File: src/rtl/lsf_pkg.sv
// Package: shared bit positions, widths and the link-input bundle for the
// sideband flags register. Assumes the fixed 32-bit word layout below.
package lsf_pkg;
    localparam int REG_W         = 32;
    localparam int SB_W          = 4;   // outgoing/incoming sideband lines
    localparam int EVT_W         = 3;   // stop_rx, stop_tx, overflow
    localparam int BIT_SYNC_TX   = 0;
    localparam int BIT_SB_OUT_LO = 1;
    localparam int BIT_SYNC_RX   = BIT_SB_OUT_LO + SB_W + 3;   // 8
    localparam int BIT_SB_IN_LO  = BIT_SYNC_RX + 1;            // 9
    localparam int BIT_LIVE_LO   = BIT_SB_IN_LO + SB_W;        // 13
    localparam int BIT_LAT_LO    = BIT_LIVE_LO + EVT_W;        // 16
    localparam int BIT_TOP_USED  = BIT_LAT_LO + EVT_W - 1;     // 18

    // Positions that carry information on a read; all others read zero.
    localparam logic [REG_W-1:0] USED_MASK =
        ((REG_W'(1) << (BIT_TOP_USED + 1)) - (REG_W'(1) << BIT_SYNC_RX)) |
        (((REG_W'(1) << SB_W) - REG_W'(1)) << BIT_SB_OUT_LO);

    // Inputs from the link clock domain, bundled for one synchronizer.
    typedef struct packed {
        logic [EVT_W-1:0] evt;      // [0] stop_rx, [1] stop_tx, [2] overflow
        logic             sync_rx;
        logic [SB_W-1:0]  sb;
    } link_in_t;
endpackage

File: src/rtl/lsf_sync.sv
// Module: multi-bit, multi-stage flop synchronizer.
// Assumes each bit is an independent level; no bus coherency is implied.
module lsf_sync #(
    parameter int W      = 8,
    parameter int STAGES = 2
) (
    input  logic         clk,
    input  logic         rst_n,
    input  logic [W-1:0] d,
    output logic [W-1:0] q
);
    logic [W-1:0] stg [STAGES];

    for (genvar i = 0; i < STAGES; i++) begin : g_stage
        if (i == 0) begin : g_first
            // First stage: capture the asynchronous input.
            always_ff @(posedge clk) begin
                if (!rst_n) stg[0] <= '0;
                else        stg[0] <= d;
            end
        end else begin : g_next
            // Later stage: shift from the previous stage.
            always_ff @(posedge clk) begin
                if (!rst_n) stg[i] <= '0;
                else        stg[i] <= stg[i-1];
            end

            assert_stage_shift_R10: assert property (@(posedge clk)
                disable iff (!rst_n) $past(rst_n) |-> stg[i] == $past(stg[i-1]));
        end
    end

    assign q = stg[STAGES-1];
endmodule

File: src/rtl/lsf_sticky.sv
// Module: vector of sticky event bits. A set input wins over a clear input
// in the same cycle. Assumes set and clear are already synchronous.
module lsf_sticky #(
    parameter int W = 3
) (
    input  logic         clk,
    input  logic         rst_n,
    input  logic [W-1:0] set_i,
    input  logic [W-1:0] clr_i,
    output logic [W-1:0] q_o
);
    // Hold, clear, or set with set taking priority.
    always_ff @(posedge clk) begin
        if (!rst_n) q_o <= '0;
        else        q_o <= set_i | (q_o & ~clr_i);
    end

    assert_set_wins_R8: assert property (@(posedge clk) disable iff (!rst_n)
        $past(rst_n) |-> ((q_o & $past(set_i)) == $past(set_i)));

    assert_clear_takes_R7: assert property (@(posedge clk) disable iff (!rst_n)
        $past(rst_n) |-> ((q_o & $past(clr_i & ~set_i)) == '0));

    assert_no_spurious_set_R7: assert property (@(posedge clk) disable iff (!rst_n)
        $past(rst_n) |-> ((q_o & ~$past(q_o) & ~$past(set_i)) == '0));
endmodule

File: src/rtl/lsf_flags_reg.sv
// Module: link sideband flags register (top). Drives outgoing sideband
// levels and a one-shot SYNC request; reports synchronized remote sideband
// levels, live link status and sticky event copies. Assumes address decode
// is external and sync_clr_i is a single-cycle pulse in the clk domain.
module lsf_flags_reg
    import lsf_pkg::*;
#(
    parameter int SYNC_STAGES = 2
) (
    input  logic             clk,
    input  logic             rst_n,
    input  logic             reg_sel,
    input  logic             reg_wr,
    input  logic             reg_rd,
    input  logic [REG_W-1:0] reg_wdata,
    output logic [REG_W-1:0] reg_rdata,
    output logic             sync_send_o,
    output logic [SB_W-1:0]  sb_out_o,
    input  logic [SB_W-1:0]  sb_in_i,
    input  logic             sync_rx_i,
    input  logic             stop_rx_i,
    input  logic             stop_tx_i,
    input  logic             ovf_rx_i,
    input  logic             sync_clr_i
);
    localparam int LINK_W = $bits(link_in_t);

    logic             wr_en;
    logic             rd_en;
    link_in_t         link_raw;
    link_in_t         link_syn;
    logic [EVT_W-1:0] lat_clr;
    logic [EVT_W-1:0] lat_q;
    logic             sync_seen;
    logic [REG_W-1:0] rd_word;

    assign wr_en = reg_sel & reg_wr;
    assign rd_en = reg_sel & reg_rd;

    // Bundle link-domain inputs for the synchronizer.
    always_comb begin
        link_raw.sb      = sb_in_i;
        link_raw.sync_rx = sync_rx_i;
        link_raw.evt     = {ovf_rx_i, stop_tx_i, stop_rx_i};
    end

    lsf_sync #(.W(LINK_W), .STAGES(SYNC_STAGES)) i_sync (
        .clk   (clk),
        .rst_n (rst_n),
        .d     (link_raw),
        .q     (link_syn)
    );

    // Outgoing sideband levels: loaded only by a register write.
    always_ff @(posedge clk) begin
        if (!rst_n)     sb_out_o <= '0;
        else if (wr_en) sb_out_o <= reg_wdata[BIT_SB_OUT_LO +: SB_W];
    end

    // One-cycle SYNC request on a write of 1 to the request bit.
    always_ff @(posedge clk) begin
        if (!rst_n) sync_send_o <= 1'b0;
        else        sync_send_o <= wr_en & reg_wdata[BIT_SYNC_TX];
    end

    lsf_sticky #(.W(1)) i_sync_flag (
        .clk   (clk),
        .rst_n (rst_n),
        .set_i (link_syn.sync_rx),
        .clr_i (sync_clr_i),
        .q_o   (sync_seen)
    );

    // Software clears a sticky event bit by writing 0 to its position.
    assign lat_clr = {EVT_W{wr_en}} & ~reg_wdata[BIT_LAT_LO +: EVT_W];

    lsf_sticky #(.W(EVT_W)) i_evt_lat (
        .clk   (clk),
        .rst_n (rst_n),
        .set_i (link_syn.evt),
        .clr_i (lat_clr),
        .q_o   (lat_q)
    );

    // Assemble the read word; unused positions stay zero.
    always_comb begin
        rd_word                            = '0;
        rd_word[BIT_SB_OUT_LO +: SB_W]     = sb_out_o;
        rd_word[BIT_SYNC_RX]               = sync_seen;
        rd_word[BIT_SB_IN_LO +: SB_W]      = link_syn.sb;
        rd_word[BIT_LIVE_LO +: EVT_W]      = link_syn.evt;
        rd_word[BIT_LAT_LO +: EVT_W]       = lat_q;
    end

    // Registered read data, held between reads.
    always_ff @(posedge clk) begin
        if (!rst_n)     reg_rdata <= '0;
        else if (rd_en) reg_rdata <= rd_word;
    end

    assert_sync_pulse_single_R2: assert property (@(posedge clk) disable iff (!rst_n)
        sync_send_o |=> !sync_send_o);

    assert_sync_needs_write_R2: assert property (@(posedge clk) disable iff (!rst_n)
        $past(rst_n) && !$past(wr_en) |-> !sync_send_o);

    assert_sb_out_hold_R3: assert property (@(posedge clk) disable iff (!rst_n)
        $past(rst_n) && !$past(wr_en) |-> $stable(sb_out_o));

    assert_reserved_zero_R9: assert property (@(posedge clk) disable iff (!rst_n)
        (reg_rdata & ~USED_MASK) == '0);

    assert_rdata_hold_R11: assert property (@(posedge clk) disable iff (!rst_n)
        $past(rst_n) && !$past(rd_en) |-> $stable(reg_rdata));
endmodule

File: config.mk
export PLATFORM = sky130hd
export DESIGN_NAME = lsf_flags_reg
export DESIGN_NICKNAME = d
export VERILOG_FILES = /design/src/rtl/lsf_pkg.sv /design/src/rtl/lsf_sync.sv /design/src/rtl/lsf_sticky.sv /design/src/rtl/lsf_flags_reg.sv
export SDC_FILE = /design/constraint.sdc
export NUM_CORES = 1
export LEC_CHECK = 0
export BUFFER_PORTS_ARGS = -buffer_cell sky130_fd_sc_hd__buf_2
export CAP_MARGIN = 30
export CELL_PAD_IN_SITES_DETAIL_PLACEMENT = 0
export CELL_PAD_IN_SITES_GLOBAL_PLACEMENT = 1
export CORE_MARGIN = 2
export CORE_UTILIZATION = 35
export CTS_BUF_LIST = sky130_fd_sc_hd__clkbuf_4
export DETAILED_ROUTE_END_ITERATION = 10
export GPL_TIMING_DRIVEN = 0
export PLACE_DENSITY = 0.95
export SYNTH_ARGS = -nofsm -noshare
export SYNTH_HDL_FRONTEND = slang
export SYNTH_SLANG_ARGS = --single-unit
File: constraint.sdc
create_clock -name clk -period 2 [get_ports clk]
set_input_delay 0.4 -clock clk [delete_from_list [all_inputs] [get_ports clk]]
set_output_delay 0.4 -clock clk [all_outputs]
set_load 0.05 [all_outputs]
==> impl_metrics.env <==
export IMPL_final_nets=261
export IMPL_post_synth_instance_area_um2=1510
export IMPL_cts_resized=0
export IMPL_critical_path_depth=1
export IMPL_globalRouteOverflowTotal=0
export IMPL_place_congestion=0.742
export IMPL_setup_tns_ns=0
export IMPL_drv_cap=0
export IMPL_cts_htree_levels=2
export IMPL_total_wire_length_um=2710
export IMPL_register_area_um2=801
export IMPL_routed_via_count=1088
export IMPL_average_detailed_routed_wire_length_per_instance_um=10.2
export IMPL_most_frequent_cells_in_the_layout="sky130_fd_sc_hd__buf_2, sky130_fd_sc_hd__dfxtp_1, sky130_fd_sc_hd__nand2_1"
export IMPL_fmax_mhz=724
export IMPL_io_pin_count=83
export IMPL_report_final_slew_viol_count=0
export IMPL_cts_setup_buffers=0
export IMPL_die_y_um=69.7
export IMPL_antenna_cells_inserted=0
export IMPL_cpMaxStageDelayCell="sky130_fd_sc_hd__dfxtp_1"
export IMPL_layout_drive_gt1_share_pct=38.0
export IMPL_final_hold_viol_count=0
export IMPL_vdd_ir_drop_max_mv=0.370
export IMPL_grt_first_pass_wirelength_um=4460
export IMPL_fp_dieArea_um2=4860
export IMPL_fin_worst_skew_ns=0.0124
export IMPL_number_of_standard_cell_rows_in_the_floorplan=23
export IMPL_clk_pin_slew_ns=0.12
export IMPL_num_fill_cells=394
export IMPL_clk_root_buffer_cell="sky130_fd_sc_hd__clkbuf_4"
export IMPL_multi_input_logic_area_um2=558
export IMPL_critical_path_max_fanout=2
export IMPL_cp_cell_sequence="buf_2"
export IMPL_min_period_ns=1.38
export IMPL_clk_lat_worst_skew_ns=0.36
export IMPL_maximum_number_of_pins_on_one_net_before_global_route_repair=14
export IMPL_rsz_0062_raised_after_global_routing="no"
export IMPL_area_growth_pct=26.3
export IMPL_drc=0
export IMPL_grt_antenna_before_repair=0
export IMPL_leakagePower_uw=0.000906
export IMPL_floorplan_die_width_um=69.7
export IMPL_grt_pass1_vias=1003
export IMPL_synth_cell_type_count=20
export IMPL_drt_first_iter_violations=47
export IMPL_floorplan_initialDensity_pct=37.0
export IMPL_coreArea_um2=4090
export IMPL_layout_commonest_cell="sky130_fd_sc_hd__buf_2"
export IMPL_timing_final_crit_share_pct=69.0
export IMPL_ys_seq_elements=40
export IMPL_timing_critical_path_required_ns=1.60
export IMPL_dp_final_hpwl_um=2010
export IMPL_holdPathStages=2
export IMPL_cp_slowest_stage_delay_ns=0.36
export IMPL_critical_path_top_delay_family="flip-flops"
export IMPL_min_delay_path_class="primary input to flip-flop"
export IMPL_synth_yosys_seq_area_share_pct=53.0
export IMPL_run_status="complete, no violations"
export IMPL_cp_start_kind="flip-flop"
export IMPL_critical_path_class="flip-flop to output pin"
export IMPL_synthesized_area_divided_by_synthesized_cell_count_um2=9.88
export IMPL_tritoncts="yes"
export IMPL_fin_cells=266
export IMPL_numPortBuffers=39
export IMPL_cts_buffers_inserted=5
export IMPL_critical_path_n_buffers_inverters=1
export IMPL_post_route_cell_area_um2=1910
export IMPL_clkSinkCount=40
export IMPL_placed_area_um2=1830
export IMPL_worst_r2r_cell_count=2
export IMPL_drtPass1Iterations=4
export IMPL_totalPowerFinal_uw=1600
export IMPL_final_setup_viol_count=0
export IMPL_route_antenna_remaining_nets=0
export IMPL_grt_total_usage_pct=11.5
export IMPL_post_drt_via_cell_ratio=4.09
export IMPL_ctsHoldBuffers=0
export IMPL_post_synthesis_instance_total=153
export IMPL_cp_arrival_ns=0.98
export IMPL_dpl_cell_count=258
export IMPL_ys_warnings_count=0
export IMPL_clk_path_buf_depth=2
export IMPL_power_density_nw_per_um2=838
export IMPL_critical_path_endpoint_type="output pin"
## where the power goes
| group | switching (µW) | internal (µW) | leakage, µW |
|---|---|---|---|
| Sequential | 10.1 | 825 | 0.000327 |
| Clock | 268 | 261 | 0.0000428 |
| Combinational | 161 | 74.5 | 0.000536 |
| Total | 439 | 1160 | 0.000906 |
## cell type report
type	instances	area share, %
plain buffers	29	11.1
multi-input cells	100	29.2
flip-flops and latches	40	41.9
well taps	50	3.28
clock inverters	3	2.23
repair buffers	39	10.2
clock buffers	5	1.97
## metal layers
metal / part of all wire [%] / vias to the layer above / track usage (%)
li1: - / 598 / -
met1: 47 / 445 / 13.3
met2: 42 / 37 / 18.1
met3: 7.2 / 8 / 4.22
met4: 2.8 / 0 / 7.05
met5: 0 / - / 0
## flip-flops by register name, summed over array words and instances, names as in the netlist
| signal | cells |
|---|---|
| sync_send_o | 1 |
| i_evt_lat.q_o | 3 |
| i_sync.stg | 16 |
| reg_rdata | 15 |
| sb_out_o | 4 |
| i_sync_flag.q_o | 1 |
## path summary, 6_finish.rpt
path	from	end	slack [ns]
worst max register to register	i_sync_flag.q_o$_SDFF_PN0_	i_sync_flag.q_o$_SDFF_PN0_	1.31
worst min register to register	i_sync.stg[0][7]$_SDFF_PN0_	i_sync.stg[1][7]$_SDFF_PN0_	0.44
worst max-delay path	reg_rdata[11]$_SDFFE_PN0P_	reg_rdata[11]	0.62
worst min-delay path	stop_rx_i	i_sync.stg[0][5]$_SDFF_PN0_	0.24
## logic make-up after synthesis
family | share of synthesized area (%)
compound gates | 9.93
buf+inv | 14.1
flops | 53.0
mux | 2.65
other cells | 0.248
simple gates | 20.1
## Yosys cell counts
library cell	number	area share [%]
sky130_fd_sc_hd__dfxtp_1	40	53
sky130_fd_sc_hd__nand2_1	19	4.7
sky130_fd_sc_hd__buf_4	18	8.9
sky130_fd_sc_hd__and2_1	17	7.0
sky130_fd_sc_hd__nand4_1	15	6.2
sky130_fd_sc_hd__o21ai_2	10	5.8
sky130_fd_sc_hd__o21ai_0	8	2.6
sky130_fd_sc_hd__clkbuf_1	4	0.99
sky130_fd_sc_hd__mux2i_1	4	2.6
sky130_fd_sc_hd__a21oi_1	3	0.99
sky130_fd_sc_hd__buf_2	3	0.99
sky130_fd_sc_hd__nor2_1	3	0.74
sky130_fd_sc_hd__buf_6	2	1.5
sky130_fd_sc_hd__and2_4	1	0.58
sky130_fd_sc_hd__and3_1	1	0.41
sky130_fd_sc_hd__buf_12	1	1.3
sky130_fd_sc_hd__clkbuf_2	1	0.33
sky130_fd_sc_hd__conb_1	1	0.25
sky130_fd_sc_hd__nor2b_1	1	0.41
sky130_fd_sc_hd__o21a_1	1	0.50
## through the flow
step | setup slack [ns] | utilization [%] | hold slack, ns
floorplan | 0.911 | - | 0.412
global placement | 0.812 | 44.8 | 0.416
detailed placement | 0.819 | 44.8 | 0.421
CTS | 0.620 | 46.7 | 0.233
global route | 0.580 | 46.7 | 0.221
finish | 0.620 | 46.7 | 0.241
No activity file was read; power rests on OpenSTA's default activity.
